`config.mk`:
```
export PLATFORM = sky130hd
export DESIGN_NAME = zc_timer
export DESIGN_NICKNAME = d
export VERILOG_FILES = /design/src/rtl/zc_timer_pkg.sv /design/src/rtl/zc_prescaler.sv /design/src/rtl/zc_counter.sv /design/src/rtl/zc_detect.sv /design/src/rtl/zc_timer.sv
export SDC_FILE = /design/constraint.sdc
export NUM_CORES = 1
export LEC_CHECK = 0
export BUFFER_PORTS_ARGS = -buffer_cell sky130_fd_sc_hd__buf_4
export CORE_ASPECT_RATIO = 0.8
export CORE_MARGIN = 3
export CORE_UTILIZATION = 54
export CTS_CLUSTER_DIAMETER = 120
export DETAILED_ROUTE_END_ITERATION = 7
export GPL_ROUTABILITY_DRIVEN = 0
export PLACE_DENSITY = 0.85
export SLEW_MARGIN = 10
export SYNTH_ARGS = -nofsm -noshare
export SYNTH_HDL_FRONTEND = slang
export SYNTH_SLANG_ARGS = --single-unit
export TNS_END_PERCENT = 20
```
`constraint.sdc`:
```
create_clock -name clk_i -period 3.5 [get_ports clk_i]
set_input_delay 0.35 -clock clk_i [delete_from_list [all_inputs] [get_ports clk_i]]
set_output_delay 0.35 -clock clk_i [all_outputs]
set_load 0.01 [all_outputs]
```
`src/rtl/zc_timer_pkg.sv`:
```
package zc_timer_pkg;

  typedef enum logic [1:0] {
    ZC_RISE = 2'b00,
    ZC_FALL = 2'b01,
    ZC_HIGH = 2'b10,
    ZC_LOW  = 2'b11
  } zc_mode_e;

  localparam int unsigned ADDR_W = 3;

  localparam logic [ADDR_W-1:0] A_CTRL   = 3'd0;
  localparam logic [ADDR_W-1:0] A_PSC    = 3'd1;
  localparam logic [ADDR_W-1:0] A_RELOAD = 3'd2;
  localparam logic [ADDR_W-1:0] A_CLEAR  = 3'd3;
  localparam logic [ADDR_W-1:0] A_COUNT  = 3'd4;

  typedef struct packed {
    logic     cap_ie;
    logic     upd_ie;
    zc_mode_e mode;
    logic     down;
    logic     run;
  } ctrl_t;

  function automatic logic is_level(zc_mode_e m);
    return (m == ZC_HIGH) || (m == ZC_LOW);
  endfunction

endpackage

```
`src/rtl/zc_prescaler.sv`:
```
module zc_prescaler #(
  parameter int unsigned PSC_W = 32
) (
  input  logic             clk_i,
  input  logic             rst_ni,
  input  logic             run_i,
  input  logic             halt_i,
  input  logic [PSC_W-1:0] psc_i,
  output logic             tick_o
);

  logic [PSC_W-1:0] acc_q;
  logic             reach;

  assign reach  = (acc_q >= psc_i);
  assign tick_o = run_i && !halt_i && reach;

  always_ff @(posedge clk_i or negedge rst_ni) begin
    if (!rst_ni)      acc_q <= '0;
    else if (!run_i)  acc_q <= '0;
    else if (!halt_i) acc_q <= reach ? '0 : acc_q + 1'b1;
  end


  psc_freeze_chk: assert property (@(posedge clk_i) disable iff (!rst_ni)
    (halt_i && run_i) |=> (acc_q == $past(acc_q)));

endmodule

```
`src/rtl/zc_counter.sv`:
```
module zc_counter #(
  parameter int unsigned CNT_W = 32
) (
  input  logic             clk_i,
  input  logic             rst_ni,
  input  logic             tick_i,
  input  logic             halt_i,
  input  logic             down_i,
  input  logic             load_i,
  input  logic [CNT_W-1:0] load_val_i,
  input  logic [CNT_W-1:0] reload_i,
  output logic [CNT_W-1:0] cnt_o,
  output logic             wrap_o
);

  logic [CNT_W-1:0] cnt_q;
  logic             adv;

  function automatic logic at_limit(logic [CNT_W-1:0] c, logic [CNT_W-1:0] r, logic dn);
    return dn ? (c == '0) : (c == r);
  endfunction

  function automatic logic [CNT_W-1:0] step(logic [CNT_W-1:0] c, logic [CNT_W-1:0] r, logic dn);
    if (at_limit(c, r, dn)) return dn ? r : '0;
    return dn ? c - 1'b1 : c + 1'b1;
  endfunction

  assign adv    = tick_i && !halt_i;
  assign wrap_o = adv && at_limit(cnt_q, reload_i, down_i);
  assign cnt_o  = cnt_q;

  always_ff @(posedge clk_i or negedge rst_ni) begin
    if (!rst_ni)     cnt_q <= '0;
    else if (load_i) cnt_q <= load_val_i;
    else if (adv)    cnt_q <= step(cnt_q, reload_i, down_i);
  end


  cnt_freeze_chk: assert property (@(posedge clk_i) disable iff (!rst_ni)
    (halt_i && !load_i) |=> (cnt_q == $past(cnt_q)));


  up_wrap_chk: assert property (@(posedge clk_i) disable iff (!rst_ni)
    (tick_i && !halt_i && !load_i && !down_i && cnt_q == reload_i) |=> (cnt_q == '0));


  down_wrap_chk: assert property (@(posedge clk_i) disable iff (!rst_ni)
    (tick_i && !halt_i && !load_i && down_i && cnt_q == '0) |=> (cnt_q == $past(reload_i)));

endmodule

```
`src/rtl/zc_detect.sv`:
```
module zc_detect
  import zc_timer_pkg::*;
(
  input  logic     clk_i,
  input  logic     rst_ni,
  input  logic     zc_i,
  input  zc_mode_e mode_i,
  input  logic     flag_i,
  output logic     evt_o
);

  logic [2:0] sh_q;
  logic       lvl, prev, hit;

  always_ff @(posedge clk_i or negedge rst_ni) begin
    if (!rst_ni) sh_q <= '0;
    else         sh_q <= {sh_q[1:0], zc_i};
  end

  assign lvl  = sh_q[1];
  assign prev = sh_q[2];

  always_comb begin
    unique case (mode_i)
      ZC_RISE: hit = lvl && !prev;
      ZC_FALL: hit = !lvl && prev;
      ZC_HIGH: hit = lvl && !flag_i;
      ZC_LOW:  hit = !lvl && !flag_i;
      default: hit = 1'b0;
    endcase
  end

  assign evt_o = hit;


  rise_sync_chk: assert property (@(posedge clk_i) disable iff (!rst_ni)
    (mode_i == ZC_RISE && evt_o) |-> $past(zc_i, 2));


  fall_sync_chk: assert property (@(posedge clk_i) disable iff (!rst_ni)
    (mode_i == ZC_FALL && evt_o) |-> !$past(zc_i, 2));

endmodule

```
`src/rtl/zc_timer.sv`:
```
module zc_timer
  import zc_timer_pkg::*;
#(
  parameter int unsigned DATA_W = 32,
  parameter int unsigned CNT_W  = 32,
  parameter int unsigned PSC_W  = 32
) (
  input  logic              clk_i,
  input  logic              rst_ni,
  input  logic              wr_en_i,
  input  logic [2:0]        wr_addr_i,
  input  logic [DATA_W-1:0] wr_data_i,
  input  logic              zc_in_i,
  input  logic              dbg_halt_i,
  output logic [CNT_W-1:0]  cnt_o,
  output logic [CNT_W-1:0]  cap_val_o,
  output logic              upd_flag_o,
  output logic              cap_flag_o,
  output logic              ovc_flag_o,
  output logic              irq_o
);

  localparam int unsigned CTRL_W = $bits(ctrl_t);

  ctrl_t            ctrl_q;
  logic [PSC_W-1:0] psc_q;
  logic [CNT_W-1:0] reload_q, cap_q;
  logic             upd_q, capf_q, ovc_q;

  // named internal events
  logic tick, wrap, cap_evt, clr_upd, clr_cap, load_cnt, ovc_set, lvl_mode;

  assign clr_upd  = wr_en_i && (wr_addr_i == A_CLEAR) && wr_data_i[0];
  assign clr_cap  = wr_en_i && (wr_addr_i == A_CLEAR) && wr_data_i[1];
  assign load_cnt = wr_en_i && (wr_addr_i == A_COUNT);
  assign ovc_set  = cap_evt && capf_q && !clr_cap;
  assign lvl_mode = is_level(ctrl_q.mode);

  always_ff @(posedge clk_i or negedge rst_ni) begin
    if (!rst_ni) begin
      ctrl_q   <= '0;
      psc_q    <= '0;
      reload_q <= '0;
    end else if (wr_en_i) begin
      if (wr_addr_i == A_CTRL)   ctrl_q   <= ctrl_t'(wr_data_i[CTRL_W-1:0]);
      if (wr_addr_i == A_PSC)    psc_q    <= wr_data_i[PSC_W-1:0];
      if (wr_addr_i == A_RELOAD) reload_q <= wr_data_i[CNT_W-1:0];
    end
  end

  zc_prescaler #(.PSC_W(PSC_W)) u_psc (
    .clk_i  (clk_i),
    .rst_ni (rst_ni),
    .run_i  (ctrl_q.run),
    .halt_i (dbg_halt_i),
    .psc_i  (psc_q),
    .tick_o (tick)
  );

  zc_counter #(.CNT_W(CNT_W)) u_cnt (
    .clk_i      (clk_i),
    .rst_ni     (rst_ni),
    .tick_i     (tick),
    .halt_i     (dbg_halt_i),
    .down_i     (ctrl_q.down),
    .load_i     (load_cnt),
    .load_val_i (wr_data_i[CNT_W-1:0]),
    .reload_i   (reload_q),
    .cnt_o      (cnt_o),
    .wrap_o     (wrap)
  );

  zc_detect u_det (
    .clk_i  (clk_i),
    .rst_ni (rst_ni),
    .zc_i   (zc_in_i),
    .mode_i (ctrl_q.mode),
    .flag_i (capf_q),
    .evt_o  (cap_evt)
  );

  always_ff @(posedge clk_i or negedge rst_ni) begin
    if (!rst_ni) begin
      upd_q  <= 1'b0;
      capf_q <= 1'b0;
      ovc_q  <= 1'b0;
      cap_q  <= '0;
    end else begin
      if (wrap)         upd_q <= 1'b1;
      else if (clr_upd) upd_q <= 1'b0;
      if (cap_evt)      capf_q <= 1'b1;
      else if (clr_cap) capf_q <= 1'b0;
      if (ovc_set)      ovc_q <= 1'b1;
      else if (clr_cap) ovc_q <= 1'b0;
      if (cap_evt)      cap_q <= cnt_o;
    end
  end

  assign cap_val_o  = cap_q;
  assign upd_flag_o = upd_q;
  assign cap_flag_o = capf_q;
  assign ovc_flag_o = ovc_q;
  assign irq_o      = (upd_q && ctrl_q.upd_ie) || (capf_q && ctrl_q.cap_ie);


  cap_value_chk: assert property (@(posedge clk_i) disable iff (!rst_ni)
    cap_evt |=> (cap_val_o == $past(cnt_o)));


  cap_flag_chk: assert property (@(posedge clk_i) disable iff (!rst_ni)
    cap_evt |=> cap_flag_o);


  ovc_set_chk: assert property (@(posedge clk_i) disable iff (!rst_ni)
    (cap_evt && cap_flag_o && !clr_cap) |=> ovc_flag_o);


  upd_flag_chk: assert property (@(posedge clk_i) disable iff (!rst_ni)
    wrap |=> upd_flag_o);


  lvl_no_ovc_chk: assert property (@(posedge clk_i) disable iff (!rst_ni)
    lvl_mode |-> !ovc_set);


  always_comb begin
    if (!rst_ni) begin
      reset_state_chk: assert (!upd_q && !capf_q && !ovc_q);
    end
  end

endmodule

```
Word-level counts from Yosys, hierarchy flattened
Cells that the tools add are included.
{ "totals": {"ff_bits": 172, "inputBits": 40} }
{ "op_classes": {"n_reduce_logical": 32, "n_addsub": 3, "order_cmp": 1, "muxes": 19, "eq_ne": 9} }
{ "ops": {"columns": ["operator", "n"], "rows": [
  ["32-bit 2-to-1 mux", 9],
  ["32-bit by 1-bit adder with 32-bit output (second input constant)", 2],
  ["32-bit equality test", 1],
  ["32-bit >= comparator", 1],
  ["32-bit logical NOT", 1],
  ["32-bit by 1-bit subtractor with 32-bit output (second input constant)", 1],
  ["1-bit logical AND", 16],
  ["1-bit 2-to-1 mux", 9],
  ["2-bit nonzero test", 4],
  ["3-bit by 2-bit equality test with 1-bit output (second input constant)", 2],
  ["2-bit AND reduction", 3],
  ["1-bit logical NOT", 5],
  ["2-bit equality test (second input constant)", 2],
  ["1-bit one-hot mux with 4 select lines", 1],
  ["3-bit by 1-bit equality test with 1-bit output (second input constant)", 1],
  ["3-bit equality test (second input constant)", 1],
  ["3-bit logical NOT", 1],
  ["2-bit by 1-bit equality test with 1-bit output (second input constant)", 1],
  ["2-bit logical NOT", 1],
  ["2-bit inequality test (second input constant)", 1],
  ["1-bit logical OR", 1]
]} }

Logic depth before layout (Yosys ltp)
{ "depth": {"word_depth": 9, "depth_mapped": 13} }

Cells and area by module
From an unflattened synthesis, not the netlist that was laid out.
{ "hier_totals": {"cells_unflattened": 1179, "area_unflattened_um2": 11393.4} }
{ "modules_own_cells": {"columns": ["module", "cells_per_inst", "area_per_inst_um2", "seq_area_each_um2", "instances"], "rows": [
  ["zc_timer", 234, 4265.3, 2627.5, 1],
  ["zc_counter", 543, 3973.8, 800.8, 1],
  ["zc_prescaler", 392, 3040.4, 800.8, 1],
  ["zc_detect", 10, 113.9, 75.1, 1]
]} }

Worst setup path before layout
Ideal clock, no wire load.
{ "synth_timing": {"kind": "register -> register", "startpoint": "register ctrl_q[1] in the netlist's numbering", "endpoint": "register u_cnt.cnt_q[28], in the netlist u_cnt.cnt_o[28]", "n_path_buf": 0, "setup_slack_ns": 0.262, "arrival_time_ns": 3.106, "path_stages_with_launch": 12, "required_ns": 3.368, "cell_sequence": "dfrtp_1 inv_2 fa_1 nand2b_1 a21o_1 a311oi_1 o31ai_1 o221a_2 o21ai_0 xor2_1 a221oi_1 o21ai_0"} }
{ "synth_via": {"elab_chain_cells": 7} }
{ "synth_rtl": {"columns": ["element", "line", "text"], "rows": [
  ["from (decl)", "zc_timer.sv:25", "ctrl_t ctrl_q;"],
  ["from (signal assigned)", "zc_timer.sv:45", "if (wr_addr_i == A_CTRL) ctrl_q <= ctrl_t'(wr_data_i[CTRL_W-1:0]);"],
  ["1-bit 2-to-1 mux", "zc_counter.sv:20", "return dn ? (c == '0) : (c == r);"],
  ["1-bit 2-to-1 mux", "zc_counter.sv:24", "if (at_limit(c, r, dn)) return dn ? r : '0;"],
  ["1-bit 2-to-1 mux", "zc_counter.sv:35", "else if (adv) cnt_q <= step(cnt_q, reload_i, down_i);"],
  ["1-bit 2-to-1 mux", "zc_counter.sv:34", "else if (load_i) cnt_q <= load_val_i;"],
  ["32-bit 2-to-1 mux *", "zc_counter.sv:25", "return dn ? c - 1'b1 : c + 1'b1;"],
  ["32-bit 2-to-1 mux *", "zc_counter.sv:35", null],
  ["32-bit 2-to-1 mux *", "zc_counter.sv:34", null],
  ["to (signal assigned)", "zc_counter.sv:34", null],
  ["to (signal assigned)", "zc_counter.sv:35", null],
  ["to (decl)", "zc_counter.sv:16", "logic [CNT_W-1:0] cnt_q;"]
]} }
Every way passes the cells marked *; elsewhere a longest branch is shown, timed or not. The select of a mux whose other input is x is not followed.
A chain may end at the register's enable or synchronous reset.

Final worst setup path
{ "layout_timing": {"startpoint": "register ctrl_q[1] in the netlist's numbering", "endpoint": "register u_cnt.cnt_q[31], in the netlist u_cnt.cnt_o[31]"} }
The elaborated chain is that of the path after synthesis.

==> impl_metrics.env <==
export IMPL_grt_usage_pct=29.00
export IMPL_p_int_uw=4714
export IMPL_cp_start_kind="flop"
export IMPL_comb_power_share_pct=37.6
export IMPL_syn_avg_cell_area_sq_um=8.941
export IMPL_cts_buffers=17
export IMPL_power_leakage_uw=0.005573
export IMPL_synth_flop_cell="dfrtp_1"
export IMPL_synth_edf_count=0
export IMPL_cts_root_buf="clkbuf_16"
export IMPL_num_nets_final=1359
export IMPL_vias_per_cell=6.253
export IMPL_syn_area_sq_mm=0.01030
export IMPL_maxSlewViolCount=0
export IMPL_max_cap_violations=0
export IMPL_crit_reg2reg_launch="ctrl_q[1]"
export IMPL_drcViolationCount=0
export IMPL_arrival_ps=3640
export IMPL_cts_tree="built"
export IMPL_worst_slew_pin_slew_ps=1042
export IMPL_first_global_vias=9058
export IMPL_grt_max_degree=75
export IMPL_die_h_um=129.5
export IMPL_rsz0062_at_grt="false"
export IMPL_fin_crit_ps=3278
export IMPL_coreArea_sq_mm=0.01844
export IMPL_setup_tns_ps=0
export IMPL_yosysTopAreaCell="dfrtp_1"
export IMPL_gr_total_overflow=0
export IMPL_detail_route_first_pass_iterations=6
export IMPL_crit_chain="buf_4 -> buf_4 -> ha_1 -> and4_1 -> nand2_1 -> a2111oi_4 -> o2111ai_1 -> and4b_1 -> a311o_1 -> a21oi_1"
export IMPL_relSlewSlack_pct=30.46
export IMPL_crit_top_cell="buf_4"
export IMPL_dp_cells=1488
export IMPL_dr_first_iter_drc_count=1369
export IMPL_synthCells=1152
export IMPL_post_route_period_util_pct=93.65
export IMPL_ys_seq_area_share_pct=41.79
export IMPL_cpLargestDelayFamily="compound AO/OA/AOI/OAI gates"
export IMPL_dieArea_sq_mm=0.02078
export IMPL_cts_reportedPaths_clkPinSlew_ps=70
export IMPL_vdd_drop_max_mv=0.3750
export IMPL_initial_utilization_pct=55.85
export IMPL_synth_area_leaders="dfrtp_1 42%, nand2_1 8.7%, ha_1 7.7%"
export IMPL_clkPwrFrac_pct=25.4
export IMPL_synth_cell_types=74
export IMPL_critPathRequiredTime_ps=3860
export IMPL_ant_nets=0
export IMPL_startpoint="ctrl_q[1]"
export IMPL_fmax_mhz=305.1
export IMPL_fin_skew_ps=7.493
export IMPL_layout_cells_non_filler=1520
export IMPL_diodes=0
export IMPL_critPathMaxStageDelay_ps=490
export IMPL_sw_frac_of_total_pct=37.19
export IMPL_antenna_found_initial=0
export IMPL_yosys_area_top_type_share_pct=41.79
export IMPL_hold_violations=0
export IMPL_wire_per_inst_um=19.57
export IMPL_drive_gt1_share_pct=17.60
export IMPL_io_pins=108
export IMPL_clock_sinks=172
export IMPL_r2r_slack_ps=220
export IMPL_ys_ff_latch=172
export IMPL_crit_type="reg2reg"
export IMPL_syn_nets=1256
export IMPL_power_switching_uw=2791
export IMPL_critPathSlowestCell="dfrtp_2"
export IMPL_setup_violations_final=0
export IMPL_die_x_um=160.4
export IMPL_seqPwrFrac_pct=37.1
export IMPL_status="completed"
export IMPL_worst_path_buf_inv=2
export IMPL_crit_fanout=14
export IMPL_grt_first_pass_wirelength_um=48130
export IMPL_ctsLongestPathBuffers=2
export IMPL_cts_htree_levels=4
export IMPL_rows=44
export IMPL_hold_path_class="in2reg"
export IMPL_synthArstFlopShare_pct=100.0
export IMPL_post_cts_buffers=0
export IMPL_hold_start="zc_in_i"
export IMPL_p_per_area_mw_per_mm2=620.8
export IMPL_wl_um=29740
export IMPL_syn_to_final_growth_pct=17.37
export IMPL_dp_hpwl_um=21450
export IMPL_num_vias=9504
export IMPL_yosysWarningCount=0
export IMPL_crit_path_end_kind="flop"
export IMPL_port_buffers=107
export IMPL_insertion_delay_ps=440
-- cells in the mapped netlist (11+ instances only) --
library cell,number
nor3_1,14
nand2_1,239
nor4_1,16
o211ai_1,11
nand4_1,22
o21ai_0,121
dfrtp_1,172
and3_1,11
o31ai_1,24
inv_1,45
a221oi_1,17
ha_1,63
clkbuf_1,39
mux2_2,37
xor2_1,26
a21o_1,16
a21oi_1,54
nor2_1,49
xnor2_1,32
nand3_1,22
-- timing repair --
action	4_1_cts	5_1_grt
endpoints found under the setup margin	0	6
resized for setup	0	4
hold endpoints to repair	63	0
hold buffers	1	0
-- through the flow --
stage	cell area (sq um)	util, %	total power, uW	hold WS (ps)	worst slack [ps]
floorplan	10300	-	4474	54.41	261.7
global placement	11490	62.31	5425	336.4	286.7
detailed placement	11490	62.31	5529	343.2	202.0
CTS	12080	65.49	7449	16.71	127.8
global route	12090	65.55	7914	16.22	6.150
finish	12090	65.55	7505	21.66	222.3
-- placed cells by master (no fill, tap or decap), drive strengths merged, types with 7 or more instances in the layout --
master,netlist,final
o21ai,125,125
buf,10,133
or3,7,7
a221oi,18,18
xnor2,32,32
ha,63,63
a21oi,56,56
nand4,22,22
nor2,49,49
clkbuf,40,21
mux2,37,37
nand3,23,23
nor2b,7,7
dfrtp,172,172
nor3,15,15
xor2,26,26
inv,46,48
nand2,239,239
a31oi,9,9
nor4,17,17
and3,11,11
o31ai,24,24
o211ai,12,12
a21o,18,18
-- logic make-up after synthesis --
family	Yosys count	share of synthesized area, %
and+or+nand+nor	415	18.33
AOI/OAI and AO/OA	309	19.36
DFF	172	41.79
buffers and inverters	96	3.596
adders and majority gates	64	7.847
xor gates and xnor gates	58	4.932
muxes	38	4.142
-- layer usage --
layer / vias up / track usage (%) / wire, um
li1: 4330 / - / -
met1: 4603 / 41.22 / 12790
met2: 497 / 44.33 / 13240
met3: 74 / 5.465 / 2844
met4: 0 / 11.48 / 861
met5: - / 0 / 0
-- worst reg2reg max path: stages (launching register included) --
cell and delay, ps:
dfrtp_2 490, buf_4 230, buf_4 210, ha_1 460
and4_1 270, nand2_1 190, a2111oi_4 450, o2111ai_1 200
and4b_1 210, a311o_1 320, a21oi_1 160
-- registers in the layout (all words and copies together), names as in the netlist --
register / cells
u_det.sh_q: 3
psc_q: 32
cap_flag_o: 1
ctrl_q: 6
u_cnt.cnt_o: 32
ovc_flag_o: 1
cap_val_o: 32
u_psc.acc_q: 32
upd_flag_o: 1
reload_q: 32
-- area by class of cell --
type | count | area, sq um
sequential | 172 | 4305
tap | 253 | 316.6
fill | 1473 | 6354
inverter | 46 | 172.7
clock buffer | 21 | 460.4
clock inverter | 10 | 115.1
multi-input combinational | 884 | 5682
timing repair buffer | 134 | 1037
-- power groups by stage --
stage	Sequential (uW)	Combinational, uW	Clock [uW]
2_1_floorplan	2840	1630	0
3_3_place_gp	2780	2640	0
3_5_place_dp	2800	2730	0
4_1_cts	2770	2770	1910
5_1_grt	2830	3100	1990
6_report	2780	2820	1900
-- path summary, 6_finish.rpt --
path / end / cells past startpoint
worst max-delay path: u_cnt.cnt_o[31] / 10
worst min-delay path: u_det.sh_q[0] / 1
worst max register to register: u_cnt.cnt_o[31] / 10
worst min register to register: u_det.sh_q[1] / 0
max in group asynchronous: u_cnt.cnt_o[24] / 3
min in group asynchronous: psc_q[5] / 2
Note: power is estimated with default switching activity, not from simulation.
